==> config.mk <==
export PLATFORM = sky130hd
export DESIGN_NAME = modem_status_watch
export DESIGN_NICKNAME = d
export VERILOG_FILES = /design/src/rtl/mdm_pkg.sv /design/src/rtl/mdm_sync.sv /design/src/rtl/mdm_change_flag.sv /design/src/rtl/modem_status_watch.sv
export SDC_FILE = /design/constraint.sdc
export NUM_CORES = 1
export LEC_CHECK = 0
export CORE_AREA = 2 2 39 41
export CTS_BUF_LIST = sky130_fd_sc_hd__clkbuf_16
export DETAILED_ROUTE_END_ITERATION = 10
export DIE_AREA = 0 0 41 43
export DONT_BUFFER_PORTS = 1
export GPL_TIMING_DRIVEN = 0
export PLACE_DENSITY_LB_ADDON = 0.15
export SETUP_SLACK_MARGIN = 0.2
export SYNTH_ARGS = -nofsm -noshare
export SYNTH_HDL_FRONTEND = slang
export SYNTH_SLANG_ARGS = --single-unit
export TNS_END_PERCENT = 50
==> constraint.sdc <==
create_clock -name clk -period 2 [get_ports clk]
set_clock_uncertainty 0.15 [all_clocks]
set_input_delay 0.3 -clock clk [delete_from_list [all_inputs] [get_ports clk]]
set_output_delay 0.3 -clock clk [all_outputs]
set_load 0.05 [all_outputs]
==> src/rtl/mdm_pkg.sv <==
package mdm_pkg;

  typedef enum logic {
    DET_ANY  = 1'b0,   // any level change
    DET_RISE = 1'b1    // pin low-to-high only (end of an active-low pulse)
  } det_mode_e;

  localparam int LINES    = 4;
  localparam int IDX_DCD  = 3;
  localparam int IDX_RI   = 2;
  localparam int IDX_DSR  = 1;
  localparam int IDX_CTS  = 0;

  function automatic logic edge_hit(det_mode_e mode, logic prev, logic cur);
    if (mode == DET_RISE) return (!prev) && cur;
    return prev ^ cur;
  endfunction

  function automatic logic [7:0] pack_status(logic [LINES-1:0] lvl_n,
                                             logic [LINES-1:0] flg);
    return {~lvl_n, flg};
  endfunction

endpackage

==> src/rtl/mdm_sync.sv <==
module mdm_sync #(
  parameter int WIDTH = 4,
  parameter int STAGES = 2,
  parameter logic [WIDTH-1:0] RST_VAL = '1
) (
  input  logic             clk,
  input  logic             rst,
  input  logic [WIDTH-1:0] din,
  output logic [WIDTH-1:0] dout
);
  localparam int LAST = STAGES - 1;

  logic [STAGES-1:0][WIDTH-1:0] pipe;

  always_ff @(posedge clk) begin
    if (rst) begin
      for (int i = 0; i < STAGES; i++) pipe[i] <= RST_VAL;
    end else begin
      pipe[0] <= din;
      for (int i = 1; i < STAGES; i++) pipe[i] <= pipe[i-1];
    end
  end

  assign dout = pipe[LAST];

  generate
    if (STAGES >= 2) begin : g_chk
      AST_SYNC_SHIFT: assert property (@(posedge clk) disable iff (rst)
        !$past(rst) |-> dout == $past(pipe[STAGES-2]));
    end
  endgenerate

endmodule

==> src/rtl/mdm_change_flag.sv <==
module mdm_change_flag
  import mdm_pkg::*;
#(
  parameter det_mode_e MODE = DET_ANY
) (
  input  logic clk,
  input  logic rst,
  input  logic lvl,    // synchronised pin level
  input  logic clr,    // host read
  output logic evt,    // transition seen this cycle
  output logic flag
);
  logic prev;

  assign evt = edge_hit(MODE, prev, lvl);

  always_ff @(posedge clk) begin
    if (rst) begin
      prev <= 1'b1;
      flag <= 1'b0;
    end else begin
      prev <= lvl;
      if (evt)      flag <= 1'b1;
      else if (clr) flag <= 1'b0;
    end
  end

  AST_EVENT_SETS: assert property (@(posedge clk) disable iff (rst)
    evt |=> flag);
  AST_FLAG_STICKY: assert property (@(posedge clk) disable iff (rst)
    flag && !clr |=> flag);
  AST_CLEAR_ON_READ: assert property (@(posedge clk) disable iff (rst)
    clr && !evt |=> !flag);

endmodule

==> src/rtl/modem_status_watch.sv <==
module modem_status_watch
  import mdm_pkg::*;
#(
  parameter int SYNC_STAGES = 2
) (
  input  logic       clk,
  input  logic       rst,
  input  logic       dcd_n,
  input  logic       ri_n,
  input  logic       dsr_n,
  input  logic       cts_n,
  input  logic       rd_stb,
  input  logic       irq_en,
  output logic [7:0] rd_data,
  output logic       irq
);
  logic [LINES-1:0] raw_n;
  logic [LINES-1:0] lvl_n;
  logic [LINES-1:0] chg_evt;
  logic [LINES-1:0] chg_flag;
  logic             any_flag;

  always_comb begin
    raw_n[IDX_DCD] = dcd_n;
    raw_n[IDX_RI]  = ri_n;
    raw_n[IDX_DSR] = dsr_n;
    raw_n[IDX_CTS] = cts_n;
  end

  mdm_sync #(.WIDTH(LINES), .STAGES(SYNC_STAGES), .RST_VAL('1)) u_sync (
    .clk  (clk),
    .rst  (rst),
    .din  (raw_n),
    .dout (lvl_n)
  );

  generate
    for (genvar i = 0; i < LINES; i++) begin : g_line
      localparam det_mode_e LMODE = (i == IDX_RI) ? DET_RISE : DET_ANY;
      mdm_change_flag #(.MODE(LMODE)) u_flag (
        .clk  (clk),
        .rst  (rst),
        .lvl  (lvl_n[i]),
        .clr  (rd_stb),
        .evt  (chg_evt[i]),
        .flag (chg_flag[i])
      );
    end
  endgenerate

  assign any_flag = |chg_flag;
  assign rd_data  = pack_status(lvl_n, chg_flag);
  assign irq      = irq_en && any_flag;

  AST_IRQ_NEEDS_FLAG: assert property (@(posedge clk) disable iff (rst)
    irq |-> rd_data[3:0] != 4'b0);
  AST_RING_END_ONLY: assert property (@(posedge clk) disable iff (rst)
    chg_evt[IDX_RI] |-> !rd_data[6]);
  AST_LEVELS_SURVIVE_READ: assert property (@(posedge clk) disable iff (rst)
    rd_stb && $stable(lvl_n) |-> rd_data[7:4] == ~lvl_n);
  AST_RESET_CLEAR: assert property (@(posedge clk)
    $past(rst) |-> rd_data == 8'h00);

endmodule

==> reports/results.tsv, run 1 <==
stage	metric	value	unit
clocking	h-tree-depth	1	
pwr	clockPowerShare	47.7	%
status	status	complete, no violations	
sta	setup-violations-final	0	
critical_path	critical_path_class	reg -> out	
layout	nNetsFinal	64	
synthesis	yosys.area.top_type_share	59.26	%
layout	multi_input_area	163.9	µm²
pwr	switching_share	19.96	%
clocking	cts_sinks	16	
global_routing	antenna_found_initial	0	
synthesis	syn_avg_cell_area	10.81	µm²
worst_hold_path	hp-class	in -> reg	
global_routing	grt_max_degree	11	
critical_path	cp.required	1.55	ns
pwr	worst_ir_drop_vdd	0.0007233	V
pwr	leakage	0.0002756	µW
routing	vias_per_cell	4.371	
floorplanning	start_util	39.06	%
floorplanning	fp.dieH	43	µm
synthesis	syn_inst	50	
routing	ant_nets	0	
synthesis	yosysUniqueCellTypes	9	
critical_path	arrival	1.19	ns
sta	fin_crit_sh	81.98	%
routing	vias	306	
routing	first_iter_violations	2	
pwr	total_switching_power	153.2	µW
sta	tns	0	ns
clocking	cts_tree	done	
placement	portBuffers	0	
clocking	clock_path_buffers	2	
floorplanning	core	1384	µm²
critical_path	crit_fanout	3	
critical_path	cp_top_family	compound AO/OA/AOI/OAI gates	
synthesis	ys_warn_count	0	
layout	num_antenna_cells	0	
floorplanning	rows	14	
pwr	total_power	767.5	µW
synthesis	yosysTopAreaCell	dfxtp_1	
layout	regArea	320.3	µm²
layout	nFillCells	131	
synthesis	ys_seq_area_share	59.26	%
clocking	clk_latency	0.24	ns
synthesis	syn-num-nets	58	
pwr	pwr-share-seq	44.4	%
layout	area_growth_syn_to_layout	19.44	%
job	maxCapViolCount	0	
routing	drt-pass1-iter-count	2	
critical_path	startpoint_type	flop	
sta	max_freq	0.6099	GHz
layout	layout_commonest_cell	dfxtp_1	
critical_path	cp.buffers_inverters	0	
placement	globalplace.congestion	0.6077	
synthesis	ys_top_cells_by_area	dfxtp_1, or2_1, nand2b_1	
synthesis	syn_area	540.5	µm²
routing	drt_wl_total	683	µm
critical_path	r2r_setup_slack	1.19	ns
clocking	root_buffer	clkbuf_16	
critical_path	endpoint_kind	output pin	
layout	final_cell_mix	dfxtp_1, or2_1, nand2b_1	
pwr	power_density	1189	nW/µm²
critical_path	critPathSlowestCell	o41a_1	
global_routing	grt.total_usage	10.16	%
synthesis	ys_seq_elements	16	
layout	drive_gt1_share	14.81	%
clocking	clk_pin_slew	0.04	ns
sta	slew_headroom	64.70	%
global_routing	first_global_vias	276	
clocking	cts_setup_buffers	0	
critical_path	max_stage_delay	0.64	ns
routing	drc	0	
floorplanning	ios	17	
sta	maxSlewViolCount	0	
floorplanning	die_w	41	µm
critical_path	worstPathCellList	o41a_1	
pwr	p_comb_share	8.0	%
floorplanning	fp.dieArea	1763	µm²
sta	fin_crit	1.640	ns
clocking	cts_buffers	3	
global_routing	grt_pass1_wl	1076	µm
global_routing	gr-total-overflow	0	
routing	drt-wirelength-per-cell	9.757	µm
pwr	p_int	614.4	µW
sta	tightest_slew	0.5318	ns
sta	rsz0062_at_grt	no	
sta	final_hold_viol_count	0	
metal layers:
layer / up-vias / routed length [µm] / global-route usage, % / share of wire (%)
li1: 157 / - / - / -
met1: 132 / 286 / 10.37 / 42
met2: 15 / 307 / 13.13 / 45
met3: 2 / 78 / 6.283 / 11
met4: 0 / 10 / 10.00 / 1.5
met5: - / 0 / 0 / 0
state kept, by name, summed over array words and instances, names as in the netlist:
signal              cells
g_line.u_flag.flag      4
g_line.u_flag.prev      4
u_sync.dout             4
u_sync.pipe             4
path summary, 6_finish.rpt:
| path | cells past startpoint | end | from |
|---|---|---|---|
| hold / removal | 1 | u_sync.pipe[2] | ri_n |
| hold reg to reg | 1 | u_sync.dout[3] | u_sync.pipe[3] |
| setup reg to reg | 2 | g_line[1].u_flag.flag | u_sync.dout[1] |
| setup / recovery | 1 | irq | g_line[3].u_flag.flag |
power groups by stage:
stage | Clock [µW] | Sequential, µW | Combinational [µW]
4_1_cts | 377 | 340 | 60.4
6_report | 366 | 340 | 61.1
3_5_place_dp | 0 | 346 | 60.3
3_3_place_gp | 0 | 346 | 59.7
5_1_grt | 394 | 342 | 65.3
2_1_floorplan | 0 | 345 | 57.1
timing repair:
action	CTS	global route
endpoints found under the hold margin	0	1
resized for setup	0	0
hold buffers	0	1
synthesized netlist by cell type (all sizes together):
cell type,n
or2,12
nand2b,5
o41a,1
dfxtp,16
a21oi,4
buf,5
inv,4
xnor2,3
final cells by class:
class | count | area share (%)
multi-input combinational | 25 | 25.39
buffer | 5 | 6.395
tap | 16 | 3.101
sequential | 16 | 49.61
clock buffer | 3 | 11.63
inverter | 4 | 2.326
timing repair buffer | 1 | 1.550
worst register-to-register path, stage by stage, from the launching register on:
cell and delay, ns:
dfxtp_1 0.35, xnor2_1 0.13, a21oi_1 0.08
cells by family (layout without fill, tap and decap cells):
| family | after synthesis | in the layout | synth area share (%) |
|---|---|---|---|
| buffers and inverters | 9 | 13 | 10.42 |
| XOR/XNOR | 3 | 3 | 4.862 |
| AND/OR/NAND/NOR | 17 | 17 | 19.68 |
| AO/OA/AOI/OAI | 5 | 5 | 5.787 |
| flip-flops | 16 | 16 | 59.26 |
through the flow:
step	hold slack [ns]	std cells	setup WS (ns)	utilization, %	cell area (µm²)
after floorplan	0.2332	50	0.6271	-	540.5
after global placement	0.2368	66	0.6115	40.51	560.5
after detailed placement	0.2371	66	0.6124	40.51	560.5
after CTS	0.002781	69	0.3517	45.93	635.6
after global routing	0.005271	70	0.3333	46.65	645.6
final	0.006397	70	0.3604	46.65	645.6
Note: power is estimated with default switching activity, not from simulation.
==> run 2: changes to the inputs <==
Settings changed: ABC_AREA set to 1.
Clock period 2 ns to 1.7 ns, I/O delays scaled along.
==> run 2 against run 1 <==
Register-to-register slack lost 0.63 ns. Count of clock-buffer cells in the layout unchanged. Non-clock buffer count rose by 3. Worst setup slack worse by 0.095 ns. Core utilization increased by 4.5 points. Combinational power rose by 40%. Highest routed layer unchanged. Die area did not move.
==> reports/results.tsv, run 2 <==
stage	metric	value	unit
status	status	complete, no violations	
placement	preCtsSetupSlack	0.4060	ns
pwr	p_int	726.6	µW
floorplanning	start_util	39.87	%
routing	drc	0	
synthesis	synth_ff_type	dfxtp_1	
sta	worst_slack	0.2653	ns
routing	ant_nets	0	
sta	slew_headroom	68.46	%
critical_path	crit_end	irq	
synthesis	synth_top_family_by_area	simple AND/OR/NAND/NOR gates	
clocking	cts_buffers	3	
global_routing	antenna_found_initial	0	
synthesis	yosysUniqueCellTypes	10	
synthesis	muxShareOfSynthArea	0	%
sta	maxSlewViolCount	0	
synthesis	syn_area	551.8	µm²
worst_hold_path	hp-class	in -> reg	
synthesis	synth.most_common_cell	nand2_1	
synthesis	async_flop_share	0	%
placement	globalplace.congestion	0.6185	
synthesis	synthSimpleGateAreaFrac	25.40	%
job	maxCapViolCount	0	
clocking	root_buffer	clkbuf_16	
global_routing	grt.total_usage	11.57	%
critical_path	crit_start	g_line[3].u_flag.flag	
pwr	clockPowerShare	47.3	%
synthesis	ys_seq_area_share	58.05	%
pwr	p_comb_share	9.3	%
synthesis	synth_enable_flop_cells	0	
floorplanning	fp.dieH	43	µm
critical_path	r2r_cells	5	
global_routing	first_global_vias	327	
synthesis	yosys.area.top_type_share	58.05	%
layout	final_cell_mix	nand2_1, dfxtp_1, inv_1	
critical_path	r2r_end	g_line[1].u_flag.flag	
sta	tns	0	ns
pwr	pwr-share-seq	43.4	%
clocking	clk_pin_slew	0.04	ns
layout	layout_commonest_cell	nand2_1	
sta	final_hold_viol_count	0	
floorplanning	die_w	41	µm
global_routing	grt_pass1_wl	1255	µm
floorplanning	ios	17	
placement	dp_hpwl	519.3	µm
layout	area_growth_syn_to_layout	28.34	%
critical_path	r2r_setup_slack	0.56	ns
layout	num_antenna_cells	0	
clocking	clk_latency	0.24	ns
synthesis	syn_avg_cell_area	8.360	µm²
synthesis	syn_inst	66	
sta	fin_crit	1.435	ns
sta	rsz0062_at_grt	no	
clocking	clock_path_buffers	2	
synthesis	syn-num-nets	74	
synthesis	synth-compound-area-share	2.268	%
critical_path	cp_top_family	compound AO/OA/AOI/OAI gates	
sta	fin_crit_sh	84.40	%
routing	drt_wl_total	768	µm
synthesis	synth-xor-area-share	0	%
pwr	leakage	0.0003794	µW
critical_path	startpoint_type	flop	
global_routing	gr-total-overflow	0	
pwr	power_density	1299	nW/µm²
global_routing	grt_max_degree	11	
critical_path	arrival	1.03	ns
sta	tightest_slew	0.4726	ns
synthesis	ys_top_cells_by_area	dfxtp_1, nand2_1, or2_1	
critical_path	rr_startpoint	u_sync.dout[1]	
sta	setup-violations-final	0	
routing	drt-pass1-iter-count	3	
clocking	cts_setup_buffers	0	
layout	nNetsFinal	84	
sta	max_freq	0.6970	GHz
critical_path	cp.buffers_inverters	0	
pwr	total_switching_power	193.2	µW
layout	drive_gt1_share	12.16	%
synthesis	synth_common_cells	nand2_1, dfxtp_1, inv_1	
pwr	worst_ir_drop_vdd	0.0007435	V
floorplanning	rows	14	
synthesis	ys_warn_count	0	
synthesis	ys_seq_elements	16	
synthesis	yosysTopAreaCell	dfxtp_1	
clocking	cts_tree	done	
clocking	h-tree-depth	1	
routing	vias	372	
floorplanning	core	1384	µm²
critical_path	critPathSlowestCell	a21boi_4	
clocking	cts_sinks	16	
critical_path	max_stage_delay	0.36	ns
synthesis	yosys.area_share.adder	0	%
critical_path	endpoint_kind	output pin	
floorplanning	fp.dieArea	1763	µm²
placement	portBuffers	0	
critical_path	worstPathCellList	nor2_1, a21boi_4	
routing	drt-wirelength-per-cell	8.533	µm
critical_path	cp.required	1.29	ns
critical_path	crit_fanout	3	
routing	vias_per_cell	4.133	
critical_path	critical_path_class	reg -> out	
pwr	switching_share	21.01	%
routing	first_iter_violations	2	
layout	nFillCells	138	
critical_path	crit_cells	2	
==> run 2: tightest hold or removal path: cells and delay by family <==
family          cells  cell delay [ns]
simple gates        1             0.06
buf+inv             1             0.05
compound gates      1             0.05
==> run 2: worst min path at each step <==
| stage | from | slack [ns] | endpoint | depth (start not counted) |
|---|---|---|---|---|
| 6_report | rd_stb | 0.09 | g_line[2].u_flag.flag | 3 |
| 5_1_grt | rd_stb | 0.10 | g_line[2].u_flag.flag | 3 |
| 4_1_cts | rd_stb | 0.09 | g_line[2].u_flag.flag | 3 |
| 3_5_place_dp | rst | 0.18 | g_line[2].u_flag.flag | 1 |
| 3_3_place_gp | rst | 0.18 | g_line[2].u_flag.flag | 1 |
| 2_1_floorplan | rst | 0.17 | g_line[2].u_flag.flag | 1 |
==> run 2: power groups by stage <==
stage               Clock, µW  Sequential [µW]  Combinational, µW
global route              466              400               92.2
finish                    435              399               85.5
floorplan                   0              404               67.7
global placement            0              405               71.3
detailed placement          0              406               72.0
CTS                       451              399               86.5
==> run 2: cells by family after synthesis <==
kind of cell	Yosys count
buffers and inverters	17
and+or+nand+nor	31
AOI/OAI and AO/OA	2
DFF	16
==> run 2: layer usage <==
layer / wire [µm] / GRT usage [%] / share of wire (%)
met4: 40 / 12.00 / 5.2
met2: 315 / 15.31 / 41
met5: 0 / 0 / 0
met1: 338 / 11.67 / 44
met3: 73 / 6.283 / 9.5
==> run 2: stage by stage <==
stage	cell area [µm²]	instances	hold WS, ns	util, %	power [µW]
after floorplan	555.5	66	0.1741	-	472.2
after global placement	575.6	82	0.1768	41.59	476.7
after detailed placement	575.6	82	0.1773	41.59	477.7
after CTS	708.2	90	0.08831	51.18	936.1
after global routing	708.2	90	0.1014	51.18	958.5
final	708.2	90	0.08572	51.18	919.8
==> run 2: cell type report <==
class	instances	area [µm²]	share of cell area (%)
plain buffers	4	30.03	4.240
inverters	13	48.80	6.890
flip-flops and latches	16	320.3	45.23
multi-input cells	33	163.9	23.14
well taps	16	20.02	2.827
clock buffers	3	75.07	10.60
repair buffers	5	50.05	7.067
==> run 2: timing repair <==
action | 4_1_cts | 5_1_grt
endpoints found under the setup margin | 1 | 0
hold endpoints to repair | 10 | 0
resized for setup | 1 | 0
hold buffers | 5 | 0
